==> src/rtl/bb_pkg.sv <==
package bb_pkg;
  localparam int AW = 32;
  localparam int DW = 32;
  localparam int BW = $clog2(DW);

  typedef enum logic [2:0] {
    ST_IDLE,
    ST_PASS,
    ST_ARD,
    ST_AWR,
    ST_RSP
  } seq_state_e;
endpackage

==> src/rtl/bb_decode.sv <==
module bb_decode
  import bb_pkg::*;
#(
  parameter logic [AW-1:0] ALIAS_BASE = 32'h2200_0000,
  parameter logic [AW-1:0] TGT_BASE   = 32'h2000_0000,
  parameter int unsigned   TGT_BYTES  = 1024
) (
  input  logic [AW-1:0] addr,
  output logic          hit,
  output logic [BW-1:0] bit_idx,
  output logic [AW-1:0] word_addr
);
  localparam logic [AW-1:0] WIN_BYTES = AW'(TGT_BYTES * DW);
  localparam int            WORD_SH   = BW + 2;

  logic [AW-1:0] offs;

  always_comb begin
    offs      = addr - ALIAS_BASE;
    hit       = (addr >= ALIAS_BASE) && (offs < WIN_BYTES);
    bit_idx   = BW'(offs >> 2);
    word_addr = TGT_BASE + ((offs >> WORD_SH) << 2);
  end
endmodule

==> src/rtl/bb_merge.sv <==
module bb_merge
  import bb_pkg::*;
(
  input  logic [DW-1:0] word_in,
  input  logic [BW-1:0] sel,
  input  logic          new_val,
  output logic [DW-1:0] word_out,
  output logic          picked
);
  for (genvar i = 0; i < DW; i++) begin : g_bit
    assign word_out[i] = (sel == BW'(i)) ? new_val : word_in[i];
  end

  assign picked = word_in[sel];

  always_comb begin
    // at most one bit differs, and it carries the new value
    a_r3_one_bit_changes : assert ($countones(word_out ^ word_in) <= 1);
    a_r3_new_bit_placed  : assert (word_out[sel] == new_val);
  end
endmodule

==> src/rtl/bb_seq.sv <==
module bb_seq
  import bb_pkg::*;
(
  input  logic          clk,
  input  logic          rst_n,
  input  logic          m_req,
  input  logic          m_we,
  input  logic [AW-1:0] m_addr,
  input  logic [DW-1:0] m_wdata,
  output logic [DW-1:0] m_rdata,
  output logic          m_ready,
  input  logic          dec_hit,
  input  logic [BW-1:0] dec_bit,
  input  logic [AW-1:0] dec_word,
  input  logic [DW-1:0] mrg_word,
  input  logic          mrg_bit,
  output logic [BW-1:0] cur_bit,
  output logic          cur_val,
  output logic          t_req,
  output logic          t_we,
  output logic [AW-1:0] t_addr,
  output logic [DW-1:0] t_wdata,
  input  logic [DW-1:0] t_rdata,
  input  logic          t_ready,
  output logic          t_lock
);
  seq_state_e    state_q, state_d;
  logic          cap_en, buf_en;
  logic [DW-1:0] buf_d;
  logic          alias_q, we_q, val_q;
  logic [AW-1:0] addr_q;
  logic [DW-1:0] wdata_q, buf_q;
  logic [BW-1:0] bit_q;

  always_comb begin
    state_d = state_q;
    cap_en  = 1'b0;
    buf_en  = 1'b0;
    buf_d   = buf_q;
    unique case (state_q)
      ST_IDLE: if (m_req) begin
        cap_en  = 1'b1;
        state_d = dec_hit ? ST_ARD : ST_PASS;
      end
      ST_PASS: if (t_ready) begin
        buf_en  = 1'b1;
        buf_d   = t_rdata;
        state_d = ST_RSP;
      end
      ST_ARD: if (t_ready) begin
        buf_en = 1'b1;
        if (we_q) begin
          buf_d   = mrg_word;
          state_d = ST_AWR;
        end else begin
          buf_d   = DW'(mrg_bit);
          state_d = ST_RSP;
        end
      end
      ST_AWR: if (t_ready) state_d = ST_RSP;
      ST_RSP:  state_d = ST_IDLE;
      default: state_d = ST_IDLE;
    endcase
  end

  always_ff @(posedge clk or negedge rst_n) begin
    if (!rst_n) state_q <= ST_IDLE;
    else        state_q <= state_d;
  end

  always_ff @(posedge clk) begin
    if (cap_en) begin
      alias_q <= dec_hit;
      we_q    <= m_we;
      addr_q  <= dec_hit ? dec_word : m_addr;
      wdata_q <= m_wdata;
      bit_q   <= dec_bit;
      val_q   <= m_wdata[0];
    end
    if (buf_en) buf_q <= buf_d;
  end

  assign t_req   = (state_q == ST_PASS) || (state_q == ST_ARD) || (state_q == ST_AWR);
  assign t_we    = ((state_q == ST_PASS) && we_q) || (state_q == ST_AWR);
  assign t_addr  = addr_q;
  assign t_wdata = (state_q == ST_AWR) ? buf_q : wdata_q;
  assign t_lock  = (state_q == ST_ARD) || (state_q == ST_AWR);
  assign m_ready = (state_q == ST_RSP);
  assign m_rdata = buf_q;
  assign cur_bit = bit_q;
  assign cur_val = val_q;

  // no completion while the target is still busy
  a_r5_ready_after_target : assert property (@(posedge clk) disable iff (!rst_n)
    t_req |-> !m_ready);
  // lock only falls right after a target handshake
  a_r4_lock_held_to_end : assert property (@(posedge clk) disable iff (!rst_n)
    $fell(t_lock) |-> $past(t_ready));
  // unlocked target traffic mirrors the master
  a_r6_pass_forward : assert property (@(posedge clk) disable iff (!rst_n)
    (t_req && !t_lock) |-> (t_addr == m_addr && t_we == m_we && t_wdata == m_wdata));
  // alias read answer has only bit 0 populated
  a_r2_read_bit0_only : assert property (@(posedge clk) disable iff (!rst_n)
    (m_ready && alias_q && !we_q) |-> (m_rdata[DW-1:1] == '0));
  // no target write during an alias read
  a_r2_read_no_write : assert property (@(posedge clk) disable iff (!rst_n)
    (t_lock && !we_q) |-> !t_we);
  // write-back goes to the word just read
  a_r3_same_word : assert property (@(posedge clk) disable iff (!rst_n)
    (t_lock && t_we) |-> $stable(t_addr));
endmodule

==> src/rtl/bitband_bridge.sv <==
module bitband_bridge
  import bb_pkg::*;
#(
  parameter logic [31:0] ALIAS_BASE = 32'h2200_0000,
  parameter logic [31:0] TGT_BASE   = 32'h2000_0000,
  parameter int unsigned TGT_BYTES  = 1024
) (
  input  logic        clk,
  input  logic        rst_n,
  input  logic        m_req,
  input  logic        m_we,
  input  logic [31:0] m_addr,
  input  logic [31:0] m_wdata,
  output logic [31:0] m_rdata,
  output logic        m_ready,
  output logic        t_req,
  output logic        t_we,
  output logic [31:0] t_addr,
  output logic [31:0] t_wdata,
  input  logic [31:0] t_rdata,
  input  logic        t_ready,
  output logic        t_lock
);
  logic [1:0]    rst_sync_q;
  logic          rst_n_s;
  logic          dec_hit, mrg_bit, cur_val;
  logic [BW-1:0] dec_bit, cur_bit;
  logic [AW-1:0] dec_word;
  logic [DW-1:0] mrg_word;

  always_ff @(posedge clk or negedge rst_n) begin
    if (!rst_n) rst_sync_q <= 2'b00;
    else        rst_sync_q <= {rst_sync_q[0], 1'b1};
  end
  assign rst_n_s = rst_sync_q[1];

  bb_decode #(
    .ALIAS_BASE(ALIAS_BASE),
    .TGT_BASE  (TGT_BASE),
    .TGT_BYTES (TGT_BYTES)
  ) u_dec (
    .addr     (m_addr),
    .hit      (dec_hit),
    .bit_idx  (dec_bit),
    .word_addr(dec_word)
  );

  bb_merge u_mrg (
    .word_in (t_rdata),
    .sel     (cur_bit),
    .new_val (cur_val),
    .word_out(mrg_word),
    .picked  (mrg_bit)
  );

  bb_seq u_seq (
    .clk     (clk),
    .rst_n   (rst_n_s),
    .m_req   (m_req),
    .m_we    (m_we),
    .m_addr  (m_addr),
    .m_wdata (m_wdata),
    .m_rdata (m_rdata),
    .m_ready (m_ready),
    .dec_hit (dec_hit),
    .dec_bit (dec_bit),
    .dec_word(dec_word),
    .mrg_word(mrg_word),
    .mrg_bit (mrg_bit),
    .cur_bit (cur_bit),
    .cur_val (cur_val),
    .t_req   (t_req),
    .t_we    (t_we),
    .t_addr  (t_addr),
    .t_wdata (t_wdata),
    .t_rdata (t_rdata),
    .t_ready (t_ready),
    .t_lock  (t_lock)
  );
endmodule

==> config.mk <==
export PLATFORM = sky130hd
export DESIGN_NAME = bitband_bridge
export DESIGN_NICKNAME = d
export VERILOG_FILES = /design/src/rtl/bb_pkg.sv /design/src/rtl/bb_decode.sv /design/src/rtl/bb_merge.sv /design/src/rtl/bb_seq.sv /design/src/rtl/bitband_bridge.sv
export SDC_FILE = /design/constraint.sdc
export NUM_CORES = 1
export LEC_CHECK = 0
export ABC_CLOCK_PERIOD_IN_PS = 2170
export BUFFER_PORTS_ARGS = -buffer_cell sky130_fd_sc_hd__buf_2
export CORE_UTILIZATION = 49
export DETAILED_ROUTE_END_ITERATION = 6
export PLACE_DENSITY = 0.8
export SYNTH_ARGS = -nofsm -noshare
export SYNTH_HDL_FRONTEND = slang
export SYNTH_SLANG_ARGS = --single-unit
==> constraint.sdc <==
create_clock -name clk -period 2.17 [get_ports clk]
set_clock_uncertainty 0.2 [all_clocks]
set_input_delay 0.217 -clock clk [delete_from_list [all_inputs] [get_ports clk]]
set_output_delay 0.217 -clock clk [all_outputs]
set_load 0.005 [all_outputs]
# Yosys cells after proc, flatten, opt, wreduce, memory -nomap -nowiden
# Cells that the tools add are included.
[totals] out_inout_bits=100 word_cells=115 reg_bits=108
[classes] n_eq_ne=39 n_reduce_logical=13 addsub=2 n_lt_le_gt_ge=3 n_mux=50
[ops] cell="2-to-1 mux 32 bit" count=5
[ops] cell="== test 5 bit (second input constant)" count=16
[ops] cell="case mux 32 bit (2 select lines)" count=1
[ops] cell="== test 5 x 4 -> 1 bit (second input constant)" count=8
[ops] cell="2-to-1 mux 1 bit" count=37
[ops] cell=">= comparator 32 x 30 -> 1 bit (second input constant)" count=1
[ops] cell="< comparator 32 x 16 -> 1 bit (second input constant)" count=1
[ops] cell="subtractor 32 x 30 -> 32 bit (second input constant)" count=1
[ops] cell="adder 30 x 27 -> 31 bit (first input constant)" count=1
[ops] cell="== test 5 x 3 -> 1 bit (second input constant)" count=4
[ops] cell="2-to-1 mux 3 bit" count=4
[ops] cell="== test 5 x 2 -> 1 bit (second input constant)" count=2
[ops] cell="case mux 3 bit (3 select lines)" count=1
[ops] cell="== test 3 x 2 -> 1 bit (second input constant)" count=2
[ops] cell="< comparator 5 x 6 -> 1 bit (second input constant)" count=1
[ops] cell="!= test 2 bit (second input constant)" count=3
[ops] cell="binary-select mux 1 bit (select 5 bit)" count=1
[ops] cell="== test 5 x 1 -> 1 bit (second input constant)" count=1
[ops] cell="logical NOT 5 bit" count=1
[ops] cell="logical OR 1 bit" count=4
[ops] cell="AND reduction 4 bit" count=1
[ops] cell="OR reduction 2 bit" count=2
[ops] cell="== test 3 x 1 -> 1 bit (second input constant)" count=1
[ops] cell="== test 3 bit (second input constant)" count=1
[ops] cell="other kinds (6)" count=7

# Longest topological paths before layout
[depth] word_depth=6 depth_mapped=8

# Cells and area by module
# From an unflattened synthesis, not the netlist that was laid out.
[unflattened] hier_cells=463 hier_area_um2=5989.5
[by_module_without_submodules] module="bb_seq" n_inst=1 area_per_inst_um2=4667.0 seq_area_each_um2=3138.0 cells_per_inst=308
[by_module_without_submodules] module="bb_merge" n_inst=1 area_per_inst_um2=874.6 seq_area_each_um2=0.0 cells_per_inst=99
[by_module_without_submodules] module="bb_decode" n_inst=1 area_per_inst_um2=394.1 seq_area_each_um2=0.0 cells_per_inst=53
[by_module_without_submodules] module="bitband_bridge" n_inst=1 area_per_inst_um2=53.8 seq_area_each_um2=50.0 cells_per_inst=3

# Worst setup path after synthesis
# No wires, ideal clock.
[synth_timing] path_type="register -> register" start="register u_seq.state_q[0]" end="register u_seq.bit_q[0], in the netlist u_seq.cur_bit[0], enable pin" slack_ns=-2.246 path_stages_with_launch=5 required_time_ns=1.472 n_path_buf=1 t_arrival_ns=3.718 path_cell_list="dfrtp_1 clkbuf_1 nor2_1 nand2_1 nor2_1"
[synth_between] elab_chain_cells=2
[synth_rtl] element="start: declaration" line="bb_seq.sv:27" rtl="seq_state_e state_q, state_d;"
[synth_rtl] element="start signal: assignment" line="bb_seq.sv:68" rtl="else state_q <= state_d;"
[synth_rtl] element="logical NOT 3 bit" line="bb_seq.sv:40" rtl="unique case (state_q)"
[synth_rtl] element="2-to-1 mux 1 bit" line="bb_seq.sv:40"
[synth_rtl] element="net u_seq.cap_en" line="bb_seq.sv:28" rtl="logic cap_en, buf_en;"
[synth_rtl] element="end signal: assignment" line="bb_seq.sv:77" rtl="bit_q <= dec_bit;"
[synth_rtl] element="end: declaration" line="bb_seq.sv:33" rtl="logic [BW-1:0] bit_q;"
# The timed path passes the listed nets, and every way through them passes these cells.
# A chain may end at the register's enable or synchronous reset.

# Worst setup path after layout
[layout_timing] start="register u_seq.state_q[1]" end="output t_wdata[30]"
[layout_between] elab_chain_cells=2
[layout_rtl] element="== test 3 x 2 -> 1 bit" line="bb_seq.sv:86" rtl="assign t_wdata = (state_q == ST_AWR) ? buf_q : wdata_q;"
[layout_rtl] element="2-to-1 mux 32 bit" line="bb_seq.sv:86"
[layout_rtl] element="end: declaration" line="bitband_bridge.sv:19" rtl="output logic [31:0] t_wdata,"
# No other way between the ends.

==> flow_summary.toml <==
[synthesis]
synthArstFlopShare = 0.0467
synth_xor_xnor_area_share = 0.00510
synthFlopType = "edfxtp_1"
seq_area_frac_synth = 0.619
synth_compound_area_frac = 0.135
synthMuxAreaShare = 0.122
netlist_instances = 388
synth-edff-count = 102
synth_top_family_by_area = "compound AO/OA/AOI/OAI gates"
synth.largest_area_cell = "edfxtp_1"
yosys_warnings = 0
syn_area_sq_um = 5150
synth_cell_type_count = 45
yosysTopAreaCellShare = 0.595
synth.avg_cell_area_sq_um = 13.3
syn-num-nets = 490
synthSimpleGateAreaFrac = 0.0814
netlist_top_cells_area = "edfxtp_1 60%, mux2_2 9.2%, o21ai_0 6.4%"
synthAdderAreaFrac = 0.00243
ys_ff_latch = 107

[global_route]
grt_pass1_wl_mm = 24.9
grt_usage = 0.301
grt_max_degree = 49
antenna_found_initial = 1
grt_pass1_vias = 4756
overflow = 0

[power_and_ir_drop]
switchingPower_mw = 1.76
clockPowerShare = 0.220
cellLeakagePower_nw = 3.39
seqPwrFrac = 0.476
internal-power_mw = 4.36
power_density_nw_per_um2 = 756
p_comb_frac = 0.304
power_mw = 6.12
p_sw_frac = 0.288
ir_drop_mv = 0.584

[finish]
final_util = 0.791
final_nets = 794
insertedDiodeCount = 0
fillers = 642
final_layout_size_suffix_gt1_frac = 0.458
syn_to_final_growth_pct = 57.2

[sta]
finalSetupViolCount = 34
finalSetupTns_ns = -1.18
drv_slew = 0
post-route-period-util = 1.02
max_slew_margin = 0.640
hold_viol = 0
fin_crit_ns = 2.22
rsz0062_at_grt = "yes"
fmax_ghz = 0.450
holdWs_ns = 0.0122
setup_ws_ns = -0.0516
worst_pin_slew_ns = 0.539

[clocking]
cts_num_sinks = 107
cts_buffer_depth = 2
htreeDepth = 3
cts_tree = "done"
path_clk_slew_ns = 0.10
cts-root-buf = "clkbuf_8"
clk_latency_ns = 0.38
numCtsBuffers = 9

[worst_setup_path]
end_kind = "output port"
r2r-start = "u_seq.state_q[2]$_DFFE_PN0P_"
worstPathMaxFanout = 8
required_ns = 1.75
critPathKind = "register to output port"
path_cells = "buf_6 > nor2b_4 > nand2_4 > buf_12 > mux2_4 > buf_6"
crit_family = "buffers and inverters"
cpMostUsedCell = "buf_6"
cp-start-kind = "register"
critPathLaunch = "u_seq.state_q[1]$_DFFE_PN0P_"
crit_path_max_incr_delay_ns = 0.40
critPathArrivalTime_ns = 1.80
path_buf_inv = 3
worst_path_max_delay_cell = "dfrtp_1"

[run_status]
status = "finished with violations"
violations = "negative setup slack"

[min_path]
holdCritPathClass = "input pin to register"
holdCritStartpoint = "t_rdata[2]"

[route]
ant_nets = 0
dr_total_vias = 4645
first_pass_iters = 5
dr.first_iter.drc_count = 335
wl_met2_mm = 8.88
routed.top_layer = "met5"
drc_errors = 0
dr_wl_met3_mm = 1.32
avgViaCountPerCell = 5.58
wl_per_cell_um = 20.2
drt-met1-wl_mm = 6.22
totalWireLength_mm = 16.8

[floorplanning]
std_cell_rows = 37
initial_utilization = 0.503
core_sq_um = 10200
dieArea_sq_um = 10900
die_w_um = 104
die_h_um = 104
ios = 201

[placed_design]
portBuffers = 200
place_congestion = 0.844
dp_hpwl_mm = 9.73

[run]
maxCapViolCount = 0
worst paths after layout:
path	end	slack, ns	cells after the start
setup reg to reg	u_seq.m_rdata[27]$_DFFE_PP_	-0.03	4
min in group asynchronous	u_seq.state_q[2]$_DFFE_PN0P_	0.38	1
hold / removal	u_seq.m_rdata[2]$_DFFE_PP_	0.01	2
max in group asynchronous	rst_sync_q[1]$_DFF_PN0_	1.17	3
setup / recovery	t_wdata[30]	-0.05	6
hold reg to reg	rst_sync_q[1]$_DFF_PN0_	0.16	0
power groups by stage:
stage	sequential [mW]	combinational, mW	clock, mW
2_1_floorplan	2.91	0.762	0
3_3_place_gp	2.91	1.41	0
3_5_place_dp	2.93	1.45	0
4_1_cts	2.89	1.76	1.36
5_1_grt	2.94	1.99	1.42
6_report	2.91	1.86	1.34
cell type report:
type | count | area [sq um] | area share
Multi-Input combinational cell | 241 | 2000 | 0.248
Tap cell | 136 | 170 | 0.0210
Clock buffer | 9 | 124 | 0.0153
Sequential cell | 107 | 3190 | 0.394
Timing Repair Buffer | 329 | 2500 | 0.309
Clock inverter | 7 | 90.1 | 0.0111
Inverter | 4 | 15.0 | 0.00186
placed cells by master, fill, tap and decap left out, types with 2 or more instances in the layout:
cell type	n
buf_12	5
a21oi_1	4
nand3_4	2
o21ai_1	4
or3_1	2
nor2_2	2
o21ai_0	62
buf_6	34
a22o_1	29
mux2_4	33
and2_1	9
nor2b_1	2
dlygate4sd3_1	96
clkbuf_8	9
nor2_1	9
nor3_1	2
or2_2	4
nand3_1	5
inv_6	2
mux4_2	5
nor2_4	4
buf_2	169
nor2b_2	2
mux2_2	9
bufinv_16	2
a2bb2oi_1	2
inv_1	4
nand2_1	10
edfxtp_1	102
nand2_2	4
buf_4	23
clkinv_1	2
a31oi_1	3
dfrtp_1	5
nand2b_1	7
mux2i_1	4
Yosys cell counts (5+ instances only):
| library cell | count |
|---|---|
| mux4_2 | 5 |
| and2_1 | 9 |
| dfrtp_1 | 5 |
| nor2_1 | 13 |
| nor2b_1 | 5 |
| mux2_2 | 42 |
| nand3_1 | 5 |
| nand2_1 | 15 |
| clkbuf_1 | 27 |
| nand2b_1 | 7 |
| a22o_1 | 29 |
| buf_2 | 5 |
| edfxtp_1 | 102 |
| o21ai_0 | 66 |
worst register-to-register path: stages (launching register included):
cell and delay (ns):
dfrtp_1 0.41, or3b_2 0.57, or3_1 0.45, o21ai_0 0.27, a22o_1 0.17
repair_timing:
action,CTS,global route
hold buffers,95,2
resized for setup,62,34
cloned,3,2
setup buffers,5,1
pin swaps,3,6
endpoints found under the hold margin,103,2
endpoints found under the setup margin,33,63
through the flow:
step                      area [sq um]  std cells  setup WS [ns]
final                             8090        833        -0.0516
after detailed placement          6410        712        -0.0881
after floorplan                   5180        388         -0.211
after CTS                         7990        831         -0.120
after global routing              8090        833         -0.161
after global placement            6410        712        -0.0472
logic make-up (layout without fill, tap and decap cells):
kind of cell               after synthesis  in the layout
AOI/OAI and AO/OA                      111            111
xor gates and xnor gates                 3              3
adders and majority gates                1              1
buffers and inverters                   42            349
DFF                                    107            107
muxes                                   51             51
other                                    1              1
and+or+nand+nor                         72             74
state kept, by name, summed over array words and instances, names as in the netlist:
register,count
u_seq.m_rdata,32
u_seq.t_addr,32
u_seq.wdata_q,32
u_seq.cur_bit,5
u_seq.state_q,3
rst_sync_q,2
u_seq.we_q,1
layer usage:
metal	GRT usage	vias to the layer above
li1	-	2090
met1	0.347	2252
met2	0.544	261
met3	0.0658	40
met4	0.112	2
met5	0	-
No activity file was read; power rests on OpenSTA's default activity.
